## src/rtl/layered_cn_unit.sv

```systemverilog
module layered_cn_unit #(
  parameter int W    = 6,
  parameter int NV   = 64,
  parameter int NC   = 16,
  parameter int DMAX = 16
)(
  input  logic                     clk,
  input  logic                     rst_n,
  input  logic                     ld_en,
  input  logic [$clog2(NV)-1:0]    ld_addr,
  input  logic [W-1:0]             ld_llr,
  input  logic                     cn_start,
  input  logic [$clog2(NC)-1:0]    cn_id,
  input  logic [$clog2(DMAX+1)-1:0] cn_deg,
  input  logic                     first_iter,
  input  logic                     edge_valid,
  input  logic [$clog2(NV)-1:0]    edge_var,
  output logic                     ready,
  output logic                     out_valid,
  output logic [$clog2(NV)-1:0]    out_var,
  output logic [W-1:0]             out_msg,
  output logic [W-1:0]             out_llr,
  output logic [1:0]               out_code,
  output logic                     done
);
  localparam int AW    = $clog2(NV);
  localparam int CW    = $clog2(NC);
  localparam int DW    = $clog2(DMAX+1);
  localparam int PW    = $clog2(DMAX);
  localparam int MW    = W-1;
  localparam int DEPTH = NV + 2*NC;
  localparam int MAW   = $clog2(DEPTH);
  localparam int EW    = CW + PW;
  localparam int LIMI  = 2**(W-1) - 1;

  typedef enum logic [1:0] {S_IDLE, S_IN, S_OUT} st_t;

  function automatic logic [W-1:0] sat(input logic signed [W:0] x);
    if (x > $signed((W+1)'(LIMI)))       return W'(LIMI);
    else if (x < -$signed((W+1)'(LIMI))) return W'(-LIMI);
    else                                 return x[W-1:0];
  endfunction

  function automatic logic [MAW-1:0] magaddr(input logic [CW-1:0] c, input logic s);
    return MAW'(NV + 2*int'(c) + int'(s));
  endfunction

  logic [W-1:0] mem [DEPTH];
  logic [1:0]   cmem [2**EW];
  logic [W-1:0] rd_a, rd_b;
  logic [1:0]   rd_c;
  logic           a_we, b_we, c_we;
  logic [MAW-1:0] a_addr, b_addr;
  logic [W-1:0]   a_wd, b_wd;
  logic [EW-1:0]  c_waddr, c_raddr;
  logic [1:0]     c_wd;

  st_t            st;
  logic [CW-1:0]  cid;
  logic [DW-1:0]  deg, in_cnt;
  logic           first, pf, p_v;
  logic [PW-1:0]  p_pos, out_cnt, idx;
  logic [AW-1:0]  p_addr;
  logic [MW-1:0]  min1, min2;
  logic           sx;
  logic [W-1:0]   om1, om2;
  logic [W-1:0]   dq [DMAX];
  logic [AW-1:0]  da [DMAX];

  wire acc = (st == S_IN) && edge_valid && (in_cnt < deg);

  wire [W-1:0]  omw  = rd_c[0] ? om2 : om1;
  wire [W-1:0]  oldm = first ? '0 : (rd_c[1] ? -omw : omw);
  wire [W-1:0]  qn   = sat($signed({rd_b[W-1], rd_b}) - $signed({oldm[W-1], oldm}));
  wire [W-1:0]  qneg = -qn;
  wire [MW-1:0] qmag = qn[W-1] ? qneg[MW-1:0] : qn[MW-1:0];

  wire [W-1:0]  dcur = dq[out_cnt];
  wire          sel2 = (out_cnt == idx);
  wire [MW-1:0] rmag = sel2 ? min2 : min1;
  wire          rsg  = sx ^ dcur[W-1];
  wire [W-1:0]  rpos = {1'b0, rmag};
  wire [W-1:0]  rmsg = rsg ? -rpos : rpos;
  wire [W-1:0]  nl   = sat($signed({dcur[W-1], dcur}) + $signed({rmsg[W-1], rmsg}));
  wire          last_out = (DW'(out_cnt) + 1'b1 == deg);

  always_comb begin
    a_we   = 1'b0;
    a_addr = MAW'(ld_addr);
    a_wd   = ld_llr;
    b_we   = 1'b0;
    b_addr = MAW'(edge_var);
    b_wd   = {1'b0, min1};
    case (st)
      S_IDLE: begin
        if (cn_start) begin
          a_addr = magaddr(cn_id, 1'b0);
          b_addr = magaddr(cn_id, 1'b1);
        end else if (ld_en) begin
          a_we = 1'b1;
        end
      end
      S_OUT: begin
        a_we   = 1'b1;
        a_addr = MAW'(da[out_cnt]);
        a_wd   = nl;
        if (out_cnt == '0) begin
          b_we = 1'b1; b_addr = magaddr(cid, 1'b0); b_wd = {1'b0, min1};
        end else if (out_cnt == PW'(1)) begin
          b_we = 1'b1; b_addr = magaddr(cid, 1'b1); b_wd = {1'b0, min2};
        end
      end
      default: ;
    endcase
  end

  assign c_we    = (st == S_OUT);
  assign c_waddr = {cid, out_cnt};
  assign c_wd    = {rsg, sel2};
  assign c_raddr = {cid, in_cnt[PW-1:0]};

  always_ff @(posedge clk) begin
    if (a_we) mem[a_addr] <= a_wd; else rd_a <= mem[a_addr];
    if (b_we) mem[b_addr] <= b_wd; else rd_b <= mem[b_addr];
    if (c_we) cmem[c_waddr] <= c_wd;
    rd_c <= cmem[c_raddr];
  end

  always_ff @(posedge clk) begin
    if (st == S_IN && p_v) begin
      dq[p_pos] <= qn;
      da[p_pos] <= p_addr;
    end
  end

  always_ff @(posedge clk or negedge rst_n) begin
    if (!rst_n) begin
      st <= S_IDLE; cid <= '0; deg <= '0; in_cnt <= '0; first <= 1'b0;
      pf <= 1'b0; p_v <= 1'b0; p_pos <= '0; p_addr <= '0; out_cnt <= '0;
      idx <= '0; min1 <= '1; min2 <= '1; sx <= 1'b0; om1 <= '0; om2 <= '0;
    end else begin
      pf  <= (st == S_IDLE) && cn_start;
      p_v <= acc;
      if (pf) begin
        om1 <= rd_a;
        om2 <= rd_b;
      end
      if (acc) begin
        p_pos  <= in_cnt[PW-1:0];
        p_addr <= edge_var;
        in_cnt <= in_cnt + 1'b1;
      end
      case (st)
        S_IDLE: if (cn_start) begin
          st <= S_IN; cid <= cn_id; deg <= cn_deg; first <= first_iter;
          in_cnt <= '0; out_cnt <= '0; idx <= '0;
          min1 <= '1; min2 <= '1; sx <= 1'b0;
        end
        S_IN: if (p_v) begin
          sx <= sx ^ qn[W-1];
          if (qmag < min1) begin
            min2 <= min1; min1 <= qmag; idx <= p_pos;
          end else if (qmag < min2) begin
            min2 <= qmag;
          end
          if (DW'(p_pos) + 1'b1 == deg) st <= S_OUT;
        end
        S_OUT: begin
          out_cnt <= out_cnt + 1'b1;
          if (last_out) st <= S_IDLE;
        end
        default: st <= S_IDLE;
      endcase
    end
  end

  assign ready     = (st == S_IDLE);
  assign out_valid = (st == S_OUT);
  assign out_var   = da[out_cnt];
  assign out_msg   = rmsg;
  assign out_llr   = nl;
  assign out_code  = {rsg, sel2};
  assign done      = out_valid && last_out;
endmodule


```

## config.mk

```make
export PLATFORM = sky130hd
export DESIGN_NAME = layered_cn_unit
export DESIGN_NICKNAME = d
export VERILOG_FILES = /design/src/rtl/layered_cn_unit.sv
export SDC_FILE = /design/constraint.sdc
export NUM_CORES = 2
export LEC_CHECK = 0
export BUFFER_PORTS_ARGS = -buffer_cell sky130_fd_sc_hd__buf_2
export CORE_ASPECT_RATIO = 0.9
export CORE_MARGIN = 8
export CORE_UTILIZATION = 40
export DETAILED_ROUTE_END_ITERATION = 10
export HOLD_SLACK_MARGIN = 0.02
export MAX_ROUTING_LAYER = met4
export PLACE_DENSITY = 0.65
export REMOVE_ABC_BUFFERS = 1
export SETUP_SLACK_MARGIN = 0.5
export SYNTH_ARGS = -nofsm -noshare
export SYNTH_HDL_FRONTEND = slang
export SYNTH_SLANG_ARGS = --single-unit
export TNS_END_PERCENT = 1
```

## constraint.sdc

```tcl
create_clock -name clk -period 9.05 [get_ports clk]
set_input_delay 0.905 -clock clk [delete_from_list [all_inputs] [get_ports clk]]
set_output_delay 0.905 -clock clk [all_outputs]
set_load 0.01 [all_outputs]
```

==> flow_summary.yaml <==
grt:
  globalRouteOverflowTotal: 0
  grt_pass1_wl_mm: 281
  grt_use_total_pct: 22.9
  antenna_found_initial: 10
  grt_max_degree: 184
  grt_pass1_vias: 42000
timing:
  period_share_pct: 78.6
  rsz0062_at_grt: "no"
  slew_headroom_pct: 11.7
  fmax_mhz: 141
  drv_slew: 0
  setup_ws_ps: 1930
  hold_viol: 0
  worst_slew_pin_slew_ps: 1300
  finalSetupViolCount: 0
  clock_skew_ps: 37.1
  period_minus_slack_ps: 7120
clocking:
  clk_pin_slew_worst_paths_ps: 60
  cts_buffers: 140
  cts_tree: "built"
  htreeDepth: 4
  cts.repair.resized: 0
  cts.path.max_buffers: 3
  cts_sinks: 1354
  clock_latency_ps: 810
  cts_setup_buffers: 0
  ctsHoldBuffers: 0
  clock_tree.root_cell: "clkbuf_16"
worst_setup_path:
  critPathBufInv: 2
  crit_chain: "mux4_2, mux4_2, xnor2_1, a21oi_1, fa_1, a21o_1, a21oi_1, inv_1, a21oi_1, o211ai_1, o21a_1, o22a_1, a21o_1, buf_2"
  start_kind: "flip-flop"
  end_kind: "primary output"
  crit_arrival_ps: 6210
  required_ps: 8150
  path_common_cell: "a21oi_1"
  cpPeakStageDelay_ps: 960
  crit_cells: 14
  cpMaxStageDelayCell: "dfrtp_2"
  reg2reg_depth: 16
  path_max_fanout: 29
  crit_type: "reg2out"
  cp_top_family: "compound AO/OA/AOI/OAI gates"
yosys:
  mappedNetlistArea_um2: 61900
  synth_flop_cell: "edfxtp_1"
  synth_edf_count: 1196
  async_reset_ff_share_pct: 4.43
  synth_seq_cells: 1354
  yosys_warnings: 0
  ys_seq_area_share_pct: 63.6
  yosys.cell_types.count: 92
  post_synth.cell_area_avg_um2: 13.0
  synthCells: 4773
drt:
  drt-vias-per-instance: 6.19
  via_count: 42900
  routed_wl_mm: 193
  ant_nets: 0
  drc: 0
  firstDrtPassIters: 8
  first_iter_violations: 6775
  drt-wirelength-per-cell_um: 27.8
die:
  dieArea_um2: 168000
  std_cell_rows: 137
  ios: 56
  die_y_um: 389
  core_um2: 154000
  initial_utilization_pct: 40.1
  die_w_um: 431
finish:
  seqCellArea_um2: 39400
  drive_gt1_share_pct: 14.1
  instances_no_fill: 6939
  fillers: 13700
  multiInputGateArea_um2: 20600
  syn2layout_area_growth_pct: 11.2
  most-common-layout-cells: "edfxtp_1 (1196), nor2_1 (784), nand2_1 (494)"
  nets: 4801
  final_common_cell: "edfxtp_1"
placement:
  placedCellCount: 6673
  numPortBuffers: 55
  hpwlAfterDp_mm: 119
  preCtsSetupSlack_ps: 2140
  place_congestion: 0.963
pwr:
  worst_ir_drop_vdd_uv: 471
  power_density_nw_per_um2: 340
  power.total_mw: 23.4
  leakage_nw: 23.2
job:
  cap_violations: 0
worst_hold_path:
  min_path_type: "in2async"
outcome:
  status: "finished clean"
metal layers:
layer  wire length [um]  global-route usage [%]  vias to the layer above
li1                   -                       -                    18000
met1              72700                    29.7                    21200
met2              85500                    33.6                     3039
met3              24200                    5.77                      671
met4              10400                    11.1                        0
met5                  0                       -                        -
final cells by class:
class	instances	share of cell area, %
clock inverter	72	1.07
inverter	149	0.819
antenna	10	0.0363
timing repair buffer	147	1.58
tap	2085	3.79
multi-input combinational	2938	29.9
clock buffer	184	5.56
sequential	1354	57.2
worst paths after layout:
kind,slack (ps),start,endpoint
min in group clk,400,edge_var[2],p_addr[2]
worst max register to register,2070,out_cnt[0],mem[38][1]
worst min register to register,470,mem[51][5],mem[51][5]
worst max-delay path,1930,out_cnt[0],out_llr[2]
max in group asynchronous,8080,rst_n,in_cnt[1]
worst min-delay path,320,rst_n,idx[1]
through the flow:
step / cell area (um2) / TNS [ps] / utilization (%) / hold WS (ps)
2_1_floorplan: 60300 / -3347940 / - / 442
3_3_place_gp: 64300 / 0 / 41.6 / 453
3_5_place_dp: 64300 / 0 / 41.6 / 459
4_1_cts: 68800 / 0 / 44.6 / 309
5_1_grt: 68900 / 0 / 44.6 / 369
6_report: 68900 / 0 / 44.6 / 322
sequential cells by signal, summed over array words and instances, names as in the netlist, 5 cells and up:
| name | count |
|---|---|
| cmem | 512 |
| da | 96 |
| deg | 5 |
| dq | 96 |
| in_cnt | 5 |
| mem | 576 |
| min1 | 5 |
| min2 | 5 |
| om1 | 6 |
| om2 | 6 |
| p_addr | 6 |
| rd_a | 6 |
| rd_b | 6 |
cell families (layout without fill, tap and decap cells):
family	count (synthesis)	in the layout	synth area share, %
other	0	10	0
AOI/OAI and AO/OA	901	901	10.4
and+or+nand+nor	1624	1624	11.1
DFF	1354	1354	63.6
buffers and inverters	481	552	3.60
adders and majority gates	38	38	0.792
xor gates and xnor gates	30	30	0.424
muxes	345	345	10.1
synthesized netlist by cell type (11+ instances only):
cell       instances  area, um2
edfxtp_1        1196      35900
nor2_1           786       2950
nand2_1          494       1850
a22oi_1          223       1670
mux4_2           215       4840
inv_1            146        548
buf_2            144        721
a21oi_1          132        661
clkbuf_1         126        473
o21ai_0          118        591
nand3_1          107        536
dfxtp_1           98       1960
mux2i_1           91        911
a221oi_1          83        727
a22o_1            73        639
nand4_1           73        457
and2_1            58        363
dfrtp_1           50       1250
a31oi_1           38        238
ha_1              36        450
o21ai_1           34        170
mux2_2            31        349
a211oi_1          21        158
buf_1             21       78.8
buf_4             20        150
nor3_1            20        100
buf_6             19        214
a21o_1            17        128
xnor2_1           17        149
nor2b_1           15       93.8
a2bb2oi_1         14        123
and3_1            14       87.6
o211ai_1          14        105
nor2_2            13       81.3
xor2_1            13        114
nand2b_1          12       75.1
a32oi_1           11       96.3
report_power, final:
| part | switching (mW) | internal, mW | total (mW) |
|---|---|---|---|
| combinational | 5.75 | 2.97 | 8.71 |
| sequential | 0.446 | 8.51 | 8.96 |
| clock | 2.51 | 3.23 | 5.74 |
Power figures use the tool's default switching activity.
